[config.mk]
export PLATFORM = sky130hd
export DESIGN_NAME = flagalu
export DESIGN_NICKNAME = d
export VERILOG_FILES = /design/src/rtl/flagalu_pkg.sv /design/src/rtl/flagalu_opsel.sv /design/src/rtl/flagalu_adder.sv /design/src/rtl/flagalu_flags.sv /design/src/rtl/flagalu.sv
export SDC_FILE = /design/constraint.sdc
export NUM_CORES = 1
export LEC_CHECK = 0
export ABC_AREA = 1
export BUFFER_PORTS_ARGS = -buffer_cell sky130_fd_sc_hd__buf_2
export CORE_AREA = 4 4 75 112
export CTS_CLUSTER_DIAMETER = 60
export DETAILED_ROUTE_END_ITERATION = 8
export DIE_AREA = 0 0 79 116
export PLACE_DENSITY = 0.92
export RECOVER_POWER = 25
export SYNTH_ARGS = -nofsm -noshare
export SYNTH_HDL_FRONTEND = slang
export SYNTH_SLANG_ARGS = --single-unit
[constraint.sdc]
create_clock -name clk -period 10.5 [get_ports clk]
set_input_delay 2.1 -clock clk [delete_from_list [all_inputs] [get_ports clk]]
set_output_delay 2.1 -clock clk [all_outputs]
set_load 0.01 [all_outputs]
[src/rtl/flagalu_pkg.sv]
package flagalu_pkg;
  localparam int OPW = 4;

  typedef enum logic [OPW-1:0] {
    OP_ADD = 4'd0,
    OP_ADC = 4'd1,
    OP_SUB = 4'd2,
    OP_SBC = 4'd3,
    OP_RSB = 4'd4,
    OP_MOV = 4'd5,
    OP_MVN = 4'd6,
    OP_CMP = 4'd7,
    OP_CMN = 4'd8
  } alu_op_e;

  typedef struct packed {
    logic n;
    logic z;
    logic c;
    logic v;
  } nzcv_t;
endpackage

[src/rtl/flagalu_opsel.sv]
module flagalu_opsel
  import flagalu_pkg::*;
#(
  parameter int W = 32
) (
  input  logic [W-1:0]   a,
  input  logic [W-1:0]   b,
  input  logic [OPW-1:0] op,
  input  logic           c_in,
  output logic [W-1:0]   x,
  output logic [W-1:0]   y,
  output logic           ci,
  output logic           keep_cv,
  output logic           zero_res,
  output logic           discard
);
  always_comb begin
    x        = a;
    y        = b;
    ci       = 1'b0;
    keep_cv  = 1'b0;
    zero_res = 1'b0;
    discard  = 1'b0;
    case (op)
      OP_ADD: ;
      OP_ADC: ci = c_in;
      OP_SUB: begin y = ~b; ci = 1'b1; end
      OP_SBC: begin y = ~b; ci = c_in; end
      OP_RSB: begin x = b; y = ~a; ci = 1'b1; end
      OP_MOV: begin x = '0; keep_cv = 1'b1; end
      OP_MVN: begin x = '0; y = ~b; keep_cv = 1'b1; end
      OP_CMP: begin y = ~b; ci = 1'b1; discard = 1'b1; end
      OP_CMN: discard = 1'b1;
      default: begin
        x = '0; y = '0; keep_cv = 1'b1; zero_res = 1'b1; discard = 1'b1;
      end
    endcase
  end
endmodule

[src/rtl/flagalu_adder.sv]
module flagalu_adder #(
  parameter int W = 32
) (
  input  logic [W-1:0] x,
  input  logic [W-1:0] y,
  input  logic         ci,
  output logic [W:0]   sum
);
  assign sum = {1'b0, x} + {1'b0, y} + {{W{1'b0}}, ci};
endmodule

[src/rtl/flagalu_flags.sv]
module flagalu_flags
  import flagalu_pkg::*;
#(
  parameter int W = 32
) (
  input  logic [W:0]   sum,
  input  logic         x_msb,
  input  logic         y_msb,
  input  logic         keep_cv,
  input  logic         zero_res,
  input  logic         c_in,
  input  logic         v_in,
  output logic [W-1:0] res,
  output nzcv_t        fl
);
  localparam int MSB = W - 1;

  always_comb begin
    res  = zero_res ? '0 : sum[MSB:0];
    fl.n = res[MSB];
    fl.z = (res == '0);
    if (keep_cv) begin
      fl.c = c_in;
      fl.v = v_in;
    end else begin
      fl.c = sum[W];
      fl.v = (x_msb == y_msb) && (sum[MSB] != x_msb);
    end
  end
endmodule

[src/rtl/flagalu.sv]
module flagalu
  import flagalu_pkg::*;
#(
  parameter int W = 32
) (
  input  logic           clk,
  input  logic           rst,
  input  logic [W-1:0]   op_a,
  input  logic [W-1:0]   op_b,
  input  logic [OPW-1:0] opcode,
  input  logic           c_in,
  input  logic           v_in,
  output logic [W-1:0]   res,
  output logic           flag_n,
  output logic           flag_z,
  output logic           flag_c,
  output logic           flag_v,
  output logic           no_wb
);
  localparam int MSB = W - 1;

  logic [W-1:0] x, y, res_d;
  logic         ci, keep_cv, zero_res, discard;
  logic [W:0]   sum;
  nzcv_t        fl_d;

  flagalu_opsel #(.W(W)) u_opsel (
    .a(op_a), .b(op_b), .op(opcode), .c_in(c_in),
    .x(x), .y(y), .ci(ci), .keep_cv(keep_cv),
    .zero_res(zero_res), .discard(discard)
  );

  flagalu_adder #(.W(W)) u_adder (.x(x), .y(y), .ci(ci), .sum(sum));

  flagalu_flags #(.W(W)) u_flags (
    .sum(sum), .x_msb(x[MSB]), .y_msb(y[MSB]), .keep_cv(keep_cv),
    .zero_res(zero_res), .c_in(c_in), .v_in(v_in), .res(res_d), .fl(fl_d)
  );

  always_ff @(posedge clk) begin
    if (rst) begin
      res    <= '0;
      flag_n <= 1'b0;
      flag_z <= 1'b0;
      flag_c <= 1'b0;
      flag_v <= 1'b0;
      no_wb  <= 1'b0;
    end else begin
      res    <= res_d;
      flag_n <= fl_d.n;
      flag_z <= fl_d.z;
      flag_c <= fl_d.c;
      flag_v <= fl_d.v;
      no_wb  <= discard;
    end
  end
endmodule

==> metrics, run 1 <==
die height=116 µm; leak pwr=2.59 nW; synth cell count leaders=192 x nand2_1, 99 x nor2_1, 90 x inv_1; Final Slew Violations=36; initial antenna violation count=0; DR vias/cell=5.90; crit-path leading delay family=simple AND/OR/NAND/NOR gates; Final Instance Count excl. Fillers=912; CTS tree=yes; Initial DRT Pass Iterations=5; clock sink count=36; layout cells sized above 1=0.165; Die Wd=79 µm; Post-CTS Setup Inserts=0; power density over cell area=110 mW/mm²; sequential area share after synthesis=0.169; post-route setup TNS=0 ps; wire per inst=16.8 µm; GRT Total Usage=0.328; Critical Path AT=6140 ps; MaxCap Viol Count=1; Relative slew margins=-0.0692; outcome=complete, but fails checks; PostCTS Resize Cnt=0; EDFF count, synth=0; Worst EP required=10,710 ps; Post-Syn Area=0.00427 mm²; Clk pin slew, worst setup/hold paths=50 ps; failing checks=max-capacitance violations, max-slew violations; Layout area overhead=16.9%; H-tree depth=2; detailed-route wire length=15,300 µm; hold buffer count at cts=0; CP startpoint kind=primary input; DRC Markers=0; largest net degree at the start of global routing=36; # rows=39; Placed Instances=904; worst vdd ir=0.000175 V; Worst setup EP type=flop; PortBufs=108; crit-path max cell delay=560 ps; Async SR Flop Fraction=0; initial core utilization=0.568; CTS Buf Count=5; Crit path top cell by count=nand3_1; worst min path class=primary input to flop; Final ANT Viol Nets=0; Mapped Cells=715; Yosys top cell area share=0.169; CTS Root Cell=clkbuf_16; Critical-path top delay cell=inv_2; Most used DFF post-synth=dfxtp_1; Seq cells post-synth=36; Setup-failing EPs final=0; Placeable Area=0.00751 mm²; Avg Inst Size Synth=5.97 µm²; Yosys cell types=41; final hold violation count=0; first-pass GRT wire length=23,700 µm; CTS Buffer Depth=2; n_diodes=0; cell taking the most area after synthesis=dfxtp_1; via count=5,381; # IOs=109; top-count cell post-synth=nand2_1; GPL Wtd Cong=0.982; Synth area leaders=dfxtp_1 17%, nand2_1 17%, ha_1 9.1%; final worst-path cycle share=0.565; Worst Path Buf+Inv=5; DRT iter0 DRCs=459; Die ar.=0.00916 mm²; vias in the first global route=5,233; crit path time final=5930 ps; grt total ovfl=0; DP HPWL=12,200 µm; worst-path maximum fanout=35; critical path class=primary input to flop; Nets=914; fmax=169 MHz; RSZ-0062 raised after global routing=no; Slew @ Worst Pin=1600 ps; Ys Warns=0; CP Cell Sequence=buf_2 > inv_2 > nor2_2 > nand2_2 > inv_2 > a22o_1 > inv_1 > fa_1 > fa_1 > inv_1 > nand3_1 > nand2_1 > nand3_1 > nand3_1 > nand2_1 > nand3_1 > nand2_1 > nor2_1 > nand3_1 > nor2_1 > nand3_1 > nor2_1; Syn Nets=820
[metal layers]
| layer | GRT usage | vias up | wire length (µm) |
|---|---|---|---|
| met4 | 0.253 | 0 | 1390 |
| met2 | 0.633 | 315 | 8020 |
| li1 | - | 2580 | - |
| met5 | 0 | - | 0 |
| met3 | 0.0342 | 93 | 774 |
| met1 | 0.308 | 2393 | 5150 |
[layout by cell type, fill, tap and decap left out, types with 5 or more instances in the layout]
master,synthesis,layout
nand3_1,55,55
dfxtp_1,36,36
nand2_2,15,15
nor3_1,9,9
nand4_1,5,5
nor2_1,99,99
nand2_1,192,192
o21ai_0,14,14
ha_1,31,31
a21oi_1,37,37
a32o_1,7,7
clkbuf_16,0,5
clkbuf_1,10,18
buf_2,7,90
o221ai_1,30,30
inv_1,90,90
a22o_1,24,24
nand3b_1,9,9
[power by group]
part / leakage, nW / total, mW / switching (mW) / internal (mW)
Combinational: 2.21 / 0.235 / 0.154 / 0.0811
Clock: 0.0798 / 0.164 / 0.0526 / 0.111
Sequential: 0.295 / 0.151 / 0.00283 / 0.148
[flip-flops by register name, summed over array words and instances, names as in the netlist]
name and cells:
flag_z 1, no_wb 1, flag_c 1, flag_v 1, res 32
[cells by family (layout without fill, tap and decap cells)]
logic type                 after synthesis  in the layout  share of synthesized area
buffers and inverters                  116            211                      0.107
AOI/OAI and AO/OA                      128            128                      0.214
xor gates and xnor gates                 1              1                    0.00205
DFF                                     36             36                      0.169
and+or+nand+nor                        401            401                      0.408
adders and majority gates               33             33                      0.100
[layout make-up]
class,instances,area [µm²]
clock buffers,5,125
clock inverters,3,42.5
fillers,779,2520
inverters,94,353
multi-input cells,563,3100
flip-flops and latches,36,721
well taps,102,128
repair buffers,109,526
[through the flow]
step	area [µm²]	power (mW)	setup WS [ps]	utilization	hold WS [ps]
3_5_place_dp	4850	0.383	4510	0.645	2380
6_report	4990	0.550	4570	0.664	2100
4_1_cts	5010	0.549	4710	0.667	2090
3_3_place_gp	4850	0.378	4650	0.645	2370
5_1_grt	4990	0.581	4290	0.664	2110
2_1_floorplan	4270	0.305	5510	-	2250
[worst paths after layout]
| kind | from | to | slack, ps | depth (start not counted) |
|---|---|---|---|---|
| min | v_in | flag_v$_SDFF_PP0_ | 2100 | 3 |
| max | opcode[2] | flag_z$_SDFF_PP0_ | 4570 | 22 |
No activity file was read; power rests on OpenSTA's default activity.
==> inputs of run 2 (changes only) <==
--- a/config.mk
+++ b/config.mk
@@ -7,11 +7,11 @@
 export LEC_CHECK = 0
 export ABC_AREA = 1
 export BUFFER_PORTS_ARGS = -buffer_cell sky130_fd_sc_hd__buf_2
-export CORE_AREA = 4 4 75 112
+export CORE_AREA = 4 4 81 121
 export CTS_CLUSTER_DIAMETER = 60
 export DETAILED_ROUTE_END_ITERATION = 8
-export DIE_AREA = 0 0 79 116
-export PLACE_DENSITY = 0.92
+export DIE_AREA = 0 0 85 125
+export PLACE_DENSITY = 0.84
 export RECOVER_POWER = 25
 export SYNTH_ARGS = -nofsm -noshare
 export SYNTH_HDL_FRONTEND = slang
==> constraint.sdc (replaced) <==
create_clock -name clk -period 5.4 [get_ports clk]
set_input_delay 1.08 -clock clk [delete_from_list [all_inputs] [get_ports clk]]
set_output_delay 1.08 -clock clk [all_outputs]
set_load 0.01 [all_outputs]
==> metrics, run 2 (synthesized netlist as in run 1, its figures left out) <==
clock sink count=36; Relative slew margins=0.198; Clk pin slew, worst setup/hold paths=50 ps; largest register by flop count=res; MaxCap Viol Count=0; worst min path class=primary input to flop; wire per inst=15.0 µm; DP HPWL=11,700 µm; PostCTS Resize Cnt=0; H-tree depth=2; total chip power=1.01 mW; worst-path maximum fanout=30; DRC Markers=0; via count=5,102; Place WS=695 ps; CP startpoint kind=primary input; vias in the first global route=5,221; Top Metal Used=met4; Setup-failing EPs final=0; Final Instance Count excl. Fillers=923; worst setup margin=912 ps; worst vdd ir=0.000190 V; largest net degree at the start of global routing=36; initial antenna violation count=0; crit path time final=4490 ps; leak pwr=2.60 nW; Slew @ Worst Pin=1200 ps; Final ANT Viol Nets=0; CTS tree=yes; # rows=42; grt total ovfl=0; power density over cell area=202 mW/mm²; Nets=917; Fill cells=927; first-pass GRT wire length=23,000 µm; Util after Layout=0.570; detailed-route wire length=13,900 µm; Initial DRT Pass Iterations=5; Critical Path AT=4700 ps; CTS Buf Count=5; final hold violation count=0; Layout area overhead=17.2%; DRT iter0 DRCs=282; worst hold slack=1070 ps; outcome=finished, final reports clean; Largest register FFs=32; fmax=223 MHz; commonest non-fill, non-tap cell in the layout=nand2_1; initial core utilization=0.486; post-route setup TNS=0 ps; most frequent cells in the layout=192 x nand2_1, 99 x nor2_1, 90 x inv_1, 90 x buf_2, 55 x nand3_1; wire length on met2=7430 µm; CTS Root Cell=clkbuf_16; Die Wd=85 µm; critical path class=primary input to flop; PortBufs=108; Die ar.=0.0106 mm²; CTS Buffer Depth=2; RSZ-0062 raised after global routing=no; die height=125 µm; Placeable Area=0.00878 mm²; layout cells sized above 1=0.169; Post-CTS Setup Inserts=0; Final Slew Violations=0; hold buffer count at cts=0; Worst setup EP type=flop; # IOs=109; final instance area=0.00500 mm²; Worst EP required=5610 ps; GPL Wtd Cong=0.976; M1 WL=4730 µm; met3 wire len=544 µm; n_diodes=0; Area after DPL=0.00488 mm²; GRT Total Usage=0.263; final worst-path cycle share=0.831; Placed Instances=915; DR vias/cell=5.53
-- run 2: changes by cell type in the layout (fill, tap and decap cells not counted) --
cell        before  now
clkinv_2         1    2
clkinvlp_4       1    0
bufinv_16        1    0
clkbuf_8         0    1
buf_4            1    4
-- run 2: metal layers --
metal / GRT usage / up-vias
met5: 0 / -
met4: 0.199 / 0
met3: 0.0369 / 80
met2: 0.495 / 177
met1: 0.247 / 2249
li1: - / 2596
-- run 2: where the power goes --
group	total, mW	internal (mW)	switching (mW)
logic	0.442	0.158	0.284
clock network	0.277	0.181	0.0957
registers	0.293	0.288	0.00555
-- run 2: worst paths after layout --
| path | from | to | cells after the start |
|---|---|---|---|
| worst max-delay path | opcode[1] | flag_z$_SDFF_PP0_ | 24 |
| worst min-delay path | v_in | flag_v$_SDFF_PP0_ | 3 |
-- run 2: cell type report --
class                   count  area [µm²]  share of cell area
inverters                  94         353              0.0705
clock inverters             2        10.0             0.00200
repair buffers            112         548               0.110
clock buffers               6         139              0.0277
flip-flops and latches     36         721               0.144
multi-input cells         563        3100               0.619
well taps                 110         138              0.0275
-- run 2: critical path, cell delays in order --
cell	delay, ps
buf_2	120
nor2_4	260
nand2_4	100
nand2_4	300
inv_1	230
a21oi_2	200
buf_4	300
inv_1	70
o22ai_1	240
inv_1	100
fa_1	430
inv_1	140
nand3_1	100
nand2_1	110
nand3_1	90
nand3_1	120
nand2_1	60
nand3_1	90
nand2_1	70
nor2_1	100
nand3_1	80
nor2_1	120
nand3_1	80
nor2_1	80
